<file path="src/rtl/ahc_pkg.sv">
package ahc_pkg;
  typedef enum logic {
    CYC_IDLE = 1'b0,
    CYC_OPEN = 1'b1
  } cyc_state_e;
endpackage

</file>
<file path="src/rtl/ahc_hold_stage.sv">
module ahc_hold_stage (
  input  logic clk_i,
  input  logic rst_ni,
  input  logic hold_req_i,
  output logic released_o
);
  logic rel_d, rel_q;

  // reset keeps the bus released; afterwards follow the request each edge
  always_comb begin
    rel_d = hold_req_i;
  end

  always_ff @(posedge clk_i or negedge rst_ni) begin
    if (!rst_ni) rel_q <= 1'b1;
    else         rel_q <= rel_d;
  end

  assign released_o = rel_q;
endmodule

</file>
<file path="src/rtl/ahc_cycle_track.sv">
module ahc_cycle_track #(
  parameter int unsigned ADDR_W = 32
) (
  input  logic              clk_i,
  input  logic              rst_ni,
  input  logic              start_i,
  input  logic              rdy_i,
  input  logic [ADDR_W-1:0] addr_in_i,
  output logic              busy_o,
  output logic [ADDR_W-1:0] addr_o
);
  import ahc_pkg::*;

  cyc_state_e        st_d, st_q;
  logic [ADDR_W-1:0] adr_d, adr_q;
  logic              adr_en;

  always_comb begin
    st_d   = st_q;
    adr_en = 1'b0;
    unique case (st_q)
      CYC_IDLE: if (start_i) begin
        st_d   = CYC_OPEN;
        adr_en = 1'b1;
      end
      CYC_OPEN: if (rdy_i) st_d = CYC_IDLE;
      default:  st_d = CYC_IDLE;
    endcase
    adr_d = adr_en ? addr_in_i : adr_q;
  end

  always_ff @(posedge clk_i or negedge rst_ni) begin
    if (!rst_ni) begin
      st_q  <= CYC_IDLE;
      adr_q <= '0;
    end else begin
      st_q  <= st_d;
      adr_q <= adr_d;
    end
  end

  assign busy_o = (st_q == CYC_OPEN);
  assign addr_o = adr_q;

  // ready closes the open cycle regardless of any hold
  assert_rdy_closes_R5: assert property (@(posedge clk_i) disable iff (!rst_ni)
    (busy_o && rdy_i) |=> !busy_o);

  // captured address does not move while the cycle stays open
  assert_addr_kept_R6: assert property (@(posedge clk_i) disable iff (!rst_ni)
    (busy_o && $past(busy_o)) |-> $stable(addr_o));
endmodule

</file>
<file path="src/rtl/ahc_issue_gate.sv">
module ahc_issue_gate (
  input  logic rst_ni,
  input  logic hold_req_i,
  input  logic req_i,
  input  logic busy_i,
  output logic start_o
);
  logic may_issue;

  always_comb begin
    may_issue = rst_ni && !hold_req_i && !busy_i;
    start_o   = may_issue && req_i;
  end
endmodule

</file>
<file path="src/rtl/addr_hold_ctrl.sv">
module addr_hold_ctrl #(
  parameter int unsigned ADDR_W = 32
) (
  input  logic              clk_i,
  input  logic              rst_ni,
  input  logic              hold_req_i,
  input  logic              rdy_i,
  input  logic              req_i,
  input  logic [ADDR_W-1:0] req_addr_i,
  output logic              addr_oe_o,
  output logic [ADDR_W-1:0] addr_o,
  output logic              cyc_start_o,
  output logic              cyc_busy_o
);
  logic released;
  logic busy;
  logic start;

  ahc_hold_stage u_hold (
    .clk_i      (clk_i),
    .rst_ni     (rst_ni),
    .hold_req_i (hold_req_i),
    .released_o (released)
  );

  ahc_issue_gate u_gate (
    .rst_ni     (rst_ni),
    .hold_req_i (hold_req_i),
    .req_i      (req_i),
    .busy_i     (busy),
    .start_o    (start)
  );

  ahc_cycle_track #(.ADDR_W(ADDR_W)) u_track (
    .clk_i     (clk_i),
    .rst_ni    (rst_ni),
    .start_i   (start),
    .rdy_i     (rdy_i),
    .addr_in_i (req_addr_i),
    .busy_o    (busy),
    .addr_o    (addr_o)
  );

  assign addr_oe_o   = busy && !released;
  assign cyc_start_o = start;
  assign cyc_busy_o  = busy;

  assert_release_next_R2: assert property (@(posedge clk_i) disable iff (!rst_ni)
    hold_req_i |=> !addr_oe_o);

  assert_no_start_in_hold_R3: assert property (@(posedge clk_i) disable iff (!rst_ni)
    hold_req_i |-> !cyc_start_o);

  assert_start_captures_R4: assert property (@(posedge clk_i) disable iff (!rst_ni)
    cyc_start_o |=> (cyc_busy_o && addr_o == $past(req_addr_i)));

  assert_redrive_after_hold_R6: assert property (@(posedge clk_i) disable iff (!rst_ni)
    ($past(hold_req_i) && !hold_req_i && cyc_busy_o && !rdy_i) |=> addr_oe_o);

  assert_drive_only_open_R7: assert property (@(posedge clk_i) disable iff (!rst_ni)
    addr_oe_o |-> cyc_busy_o);

  assert_queued_issue_R8: assert property (@(posedge clk_i) disable iff (!rst_ni)
    ($past(hold_req_i) && !hold_req_i && req_i && !cyc_busy_o) |-> cyc_start_o);

  assert_single_cycle_R9: assert property (@(posedge clk_i) disable iff (!rst_ni)
    cyc_busy_o |-> !cyc_start_o);
endmodule

</file>
<file path="config.mk">
export PLATFORM = sky130hd
export DESIGN_NAME = addr_hold_ctrl
export DESIGN_NICKNAME = d
export VERILOG_FILES = /design/src/rtl/ahc_pkg.sv /design/src/rtl/ahc_hold_stage.sv /design/src/rtl/ahc_cycle_track.sv /design/src/rtl/ahc_issue_gate.sv /design/src/rtl/addr_hold_ctrl.sv
export SDC_FILE = /design/constraint.sdc
export NUM_CORES = 1
export LEC_CHECK = 0
export CORE_UTILIZATION = 37
export CTS_BUF_LIST = sky130_fd_sc_hd__clkbuf_2
export CTS_CLUSTER_DIAMETER = 200
export DETAILED_ROUTE_END_ITERATION = 10
export PLACE_DENSITY_LB_ADDON = 0.08
export SLEW_MARGIN = 20
export SYNTH_ARGS = -nofsm -noshare
export SYNTH_HDL_FRONTEND = slang
export SYNTH_SLANG_ARGS = --single-unit
</file>
<file path="constraint.sdc">
create_clock -name clk_i -period 1.3 [get_ports clk_i]
set_input_delay 0.195 -clock clk_i [delete_from_list [all_inputs] [get_ports clk_i]]
set_output_delay 0.195 -clock clk_i [all_outputs]
set_load 0.005 [all_outputs]
</file>
Word-level counts from Yosys, hierarchy flattened
Index checks and enable logic that the tools add are counted.
{"block": "classes", "mux": 4, "bitwise": 1, "reduce_logical": 7}
{"operator": "1-bit logical AND", "n": 4}
{"operator": "1-bit zero test", "n": 3}
{"operator": "1-bit two-way mux", "n": 3}
{"operator": "1-bit case mux with 2 select lines", "n": 1}
{"operator": "1-bit NOT", "n": 1}
{"block": "word_totals", "regBits": 34, "in_bits": 37, "out_inout_bits": 35, "elab_cells": 15}

Longest topological paths before layout
{"block": "depth", "ltp_word": 6, "mapped_depth": 4, "depth_no_buf": 2}

Cells and area by module
A second synthesis with hierarchy kept.
{"block": "unflattened", "cells_unflattened": 75, "area_unflattened_um2": 1410.1}
{"mod": "ahc_cycle_track", "n_inst": 1, "cells_each": 72, "area_per_inst_um2": 1357.6, "seq_area_each_um2": 825.8}
{"mod": "ahc_hold_stage", "n_inst": 1, "cells_each": 1, "area_per_inst_um2": 26.3, "seq_area_each_um2": 26.3}
{"mod": "addr_hold_ctrl", "n_inst": 1, "cells_each": 1, "area_per_inst_um2": 13.8, "seq_area_each_um2": 0.0}
{"mod": "ahc_issue_gate", "n_inst": 1, "cells_each": 1, "area_per_inst_um2": 12.5, "seq_area_each_um2": 0.0}

Least setup slack after synthesis
No wires, ideal clock.
{"block": "synth_timing", "path_kind": "reg2reg", "startpoint": "register u_track.st_q (netlist: u_track.busy_o)", "endpoint": "register u_track.adr_q[0] (netlist: u_track.addr_o[0])", "setup_ns": 0.125, "t_arrival_ns": 1.225, "t_required_ns": 1.175, "slack_ns": -0.050, "path_stages_with_launch": 5, "n_path_buf": 2, "cell_sequence": "dfrtp_1 -> and4bb_1 -> buf_6 -> buf_12 -> mux2_4"}
{"block": "synth_via", "elab_chain_len": 5}
{"element": "start, declared", "line": "ahc_cycle_track.sv:14", "rtl": "cyc_state_e st_d, st_q;"}
{"element": "start signal, assigned", "line": "ahc_cycle_track.sv:37", "rtl": "st_q <= st_d;"}
{"element": "1-bit zero test", "line": "ahc_issue_gate.sv:11", "rtl": "may_issue = rst_ni && !hold_req_i && !busy_i;"}
{"element": "1-bit logical AND", "line": "ahc_issue_gate.sv:11"}
{"element": "1-bit logical AND", "line": "ahc_issue_gate.sv:12", "rtl": "start_o = may_issue && req_i;"}
{"element": "1-bit two-way mux", "line": "ahc_cycle_track.sv:22", "rtl": "CYC_IDLE: if (start_i) begin"}
{"element": "1-bit two-way mux *", "line": "ahc_cycle_track.sv:21", "rtl": "unique case (st_q)"}
{"element": "end signal, assigned", "line": "ahc_cycle_track.sv:38", "rtl": "adr_q <= adr_d;"}
{"element": "end, declared", "line": "ahc_cycle_track.sv:15", "rtl": "logic [ADDR_W-1:0] adr_d, adr_q;"}
Every way passes the cells marked *; elsewhere a longest branch is shown, timed or not.
A chain may end at the register's enable or synchronous reset.

Worst setup path after layout
{"block": "layout_timing", "startpoint": "register u_track.st_q (netlist: u_track.busy_o)", "endpoint": "register u_track.adr_q[18] (netlist: u_track.addr_o[18])"}
Same word-level chain as after synthesis.

==> impl_metrics.py <==
metrics = {
    "status": {
        "outcome": "finished, violations left",
        "violations": "setup timing",
    },
    "timing": {
        "fmax_mhz": 693,
        "finalMaxSlewViolations": 0,
        "finalSetupViolCount": 34,
        "fin_ws_ns": -0.142,
        "layout_min_cycle_time_ns": 1.44,
        "slew_headroom_pct": 70.7,
        "fin_crit_sh_pct": 111,
        "rsz0062_at_grt": "true",
        "clock_skew_ns": 0.00986,
        "hold_violations": 0,
        "worst_pin_slew_ns": 0.439,
        "fin_setup_tns_ns": -3.70,
    },
    "placed_design": {
        "io_buffer_count": 71,
        "dp_hpwl_mm": 2.15,
        "gp_congestion": 0.661,
        "dp_slack_ns": -0.504,
    },
    "die": {
        "rows": 22,
        "die_area_um2": 4090,
        "fp.dieH_um": 63.9,
        "die_w_um": 63.9,
        "ios": 72,
        "start_util_pct": 38.8,
        "core_um2": 3660,
    },
    "synth": {
        "syn-mean-instance-area_um2": 19.2,
        "synth_fa_ha_area_share_pct": 0,
        "synth_top_family_by_area": "multiplexers",
        "synth.distinct_cells": 10,
        "ys_ff_latch": 34,
        "synth_xor_area_share_pct": 0,
        "synth_compound_area_share_pct": 0.529,
        "synthMuxAreaShare_pct": 32.8,
        "mappedNetlistArea_um2": 1420,
        "synth_warnings": 0,
        "synth_cells": 74,
        "synth-simple-area-share_pct": 1.32,
        "synth-seq-area-share_pct": 60.1,
        "synth_nets": 111,
    },
    "power_and_ir_drop": {
        "p_leak_nw": 1.11,
        "ir_drop_mv": 0.571,
        "pwr_density_cell_nw_per_um2": 1270,
    },
    "global_route": {
        "grt_overflow_total": 0,
        "grt_max_degree": 35,
        "antenna_found_initial": 0,
        "grt_pass1_vias": 988,
        "grt_usage_pct": 16.6,
        "grt_pass1_wl_mm": 4.94,
    },
    "worst_setup_path": {
        "worst-path-buf-inv": 2,
        "critPathTopFamily": "flip-flops",
        "crit_path_cell_trace": "and4bb_2 -> buf_6 -> buf_12 -> mux2_4",
        "worst_setup_path_start_kind": "register",
        "cp_max_fo": 15,
        "worstReg2RegEnd": "u_track.addr_o[18]$_DFFE_PN0P_",
        "critPathSlowestCell": "dfrtp_1",
        "timing.rr.start": "u_track.busy_o$_DFF_PN0_",
        "path_class": "reg -> reg",
        "slowest_delay_ns": 0.41,
        "arrival_ns": 1.72,
        "endpoint_kind": "register",
        "reg2reg_slack_ns": -0.14,
        "r2r_cells": 4,
        "required_ns": 1.57,
    },
    "clocking": {
        "clockBufferDepth": 2,
        "cts_root_buffer": "clkbuf_2",
        "cts-htree-levels": 2,
        "numCtsBuffers": 5,
        "clkSinkCount": 34,
        "cts_tree": "done",
        "clock_latency_ns": 0.38,
        "clkTransAtPathRegs_ns": 0.16,
    },
    "min_path": {
        "hold_path.startpoint": "hold_req_i",
        "min_to": "u_hold.released_o$_DFF_PN1_",
        "hold_depth": 1,
        "hp-class": "in -> reg",
    },
    "final_layout": {
        "diodes": 0,
        "finalNetCount": 207,
        "drive_above_1_share_pct": 38.6,
        "areaGrowthSynthToFinish_pct": 65.4,
    },
    "flow_run": {
        "cap_violations": 0,
    },
    "detailed_routing": {
        "drt_iter0_markers": 27,
        "drt_wl_total_mm": 3.18,
        "via_count": 992,
        "detail-route-antenna-nets": 0,
        "drt_pass1_iterations": 4,
        "drcViolationCount": 0,
        "routedWlPerCell_um": 14.5,
        "avgViaCountPerCell": 4.53,
    },
}
## placed cells by master (no fill, tap or decap)
cell             Yosys  layout
a21o_1               1       1
inv_1                1       1
and4bb_2             0       1
clkinv_1             0       1
clkinv_2             0       1
clkdlybuf4s15_1      0      23
buf_2                0       2
mux2_4              28      32
clkdlybuf4s50_1      0      36
dfstp_2              1       1
dfrtp_1             33      33
buf_8                0       1
buf_4                0      18
dlygate4sd2_1        0       9
buf_12               3       2
buf_6                1       1
nor2b_1              1       1
clkbuf_2             0       7
## where the power goes
group / switching (W) / internal [W] / total [W] / leakage, nW
logic: 0.000287 / 0.000802 / 0.00109 / 0.674
clock network: 0.000345 / 0.000132 / 0.000477 / 0.0304
registers: 0.000121 / 0.00129 / 0.00141 / 0.403
## worst reg2reg max path: stages, from the launching register on
cell and delay (ns):
dfrtp_1 0.41, and4bb_2 0.32, buf_6 0.14, buf_12 0.17
mux2_4 0.32
## cell families after synthesis
family	Yosys count
mux	32
buf+inv	5
compound gates	1
flops	34
simple gates	2
## registers in the layout, summed over array words and instances, names as in the netlist
register / count
u_track.addr_o: 32
u_hold.released_o: 1
u_track.busy_o: 1
## cell type report
cell class                      instances  area, um2
Clock inverter                          2       8.76
Inverter                                1       3.75
Clock buffer                            6       30.0
Tap cell                               48       60.1
Fill cell                             289       1310
Multi-Input combinational cell         35        507
Timing Repair Buffer                   93        886
Sequential cell                        34        852
## routing by layer
metal | track usage, % | routed length (um) | vias to the layer above
li1 | - | - | 446
met1 | 21.6 | 1390 | 493
met2 | 24.5 | 1490 | 47
met3 | 5.71 | 255 | 6
met4 | 8.52 | 46 | 0
met5 | 0 | 0 | -
## worst max path at each step
stage                                   from                        endpoint  slack [ns]  depth (start not counted)
floorplan           u_track.busy_o$_DFF_PN0_   u_track.addr_o[0]$_DFFE_PN0P_       -0.05                          4
global placement                      rst_ni  u_track.addr_o[30]$_DFFE_PN0P_       -0.48                          4
detailed placement                    rst_ni  u_track.addr_o[10]$_DFFE_PN0P_       -0.50                          4
CTS                 u_track.busy_o$_DFF_PN0_  u_track.addr_o[21]$_DFFE_PN0P_       -0.14                          4
global route        u_track.busy_o$_DFF_PN0_                     cyc_start_o       -0.18                          2
finish              u_track.busy_o$_DFF_PN0_  u_track.addr_o[18]$_DFFE_PN0P_       -0.14                          4
## Yosys cell counts
cell type / count / area [um2]
a21o_1: 1 / 7.51
and4bb_1: 1 / 12.5
buf_12: 3 / 60.1
buf_6: 1 / 11.3
dfrtp_1: 33 / 826
dfstp_2: 1 / 26.3
inv_1: 1 / 3.75
mux2_2: 4 / 45.0
mux2_4: 28 / 420
nor2b_1: 1 / 6.26
## per-stage QoR
| stage | total power, W | utilization [%] | std cells | area [um2] | hold slack [ns] |
|---|---|---|---|---|---|
| floorplan | 0.00181 | - | 74 | 1420 | -0.101 |
| global placement | 0.00244 | 58.9 | 194 | 2160 | 0.490 |
| detailed placement | 0.00246 | 58.9 | 194 | 2160 | 0.490 |
| CTS | 0.00287 | 61.6 | 212 | 2260 | 0.230 |
| global route | 0.00315 | 64.1 | 219 | 2350 | 0.225 |
| finish | 0.00298 | 64.1 | 219 | 2350 | 0.244 |
## timing repair
item	4_1_cts	5_1_grt
resized for setup	51	28
pin swaps	1	0
setup buffers	10	7
hold buffers	0	0
endpoints found under the setup margin	67	59
(Power assumes the default switching activity.)
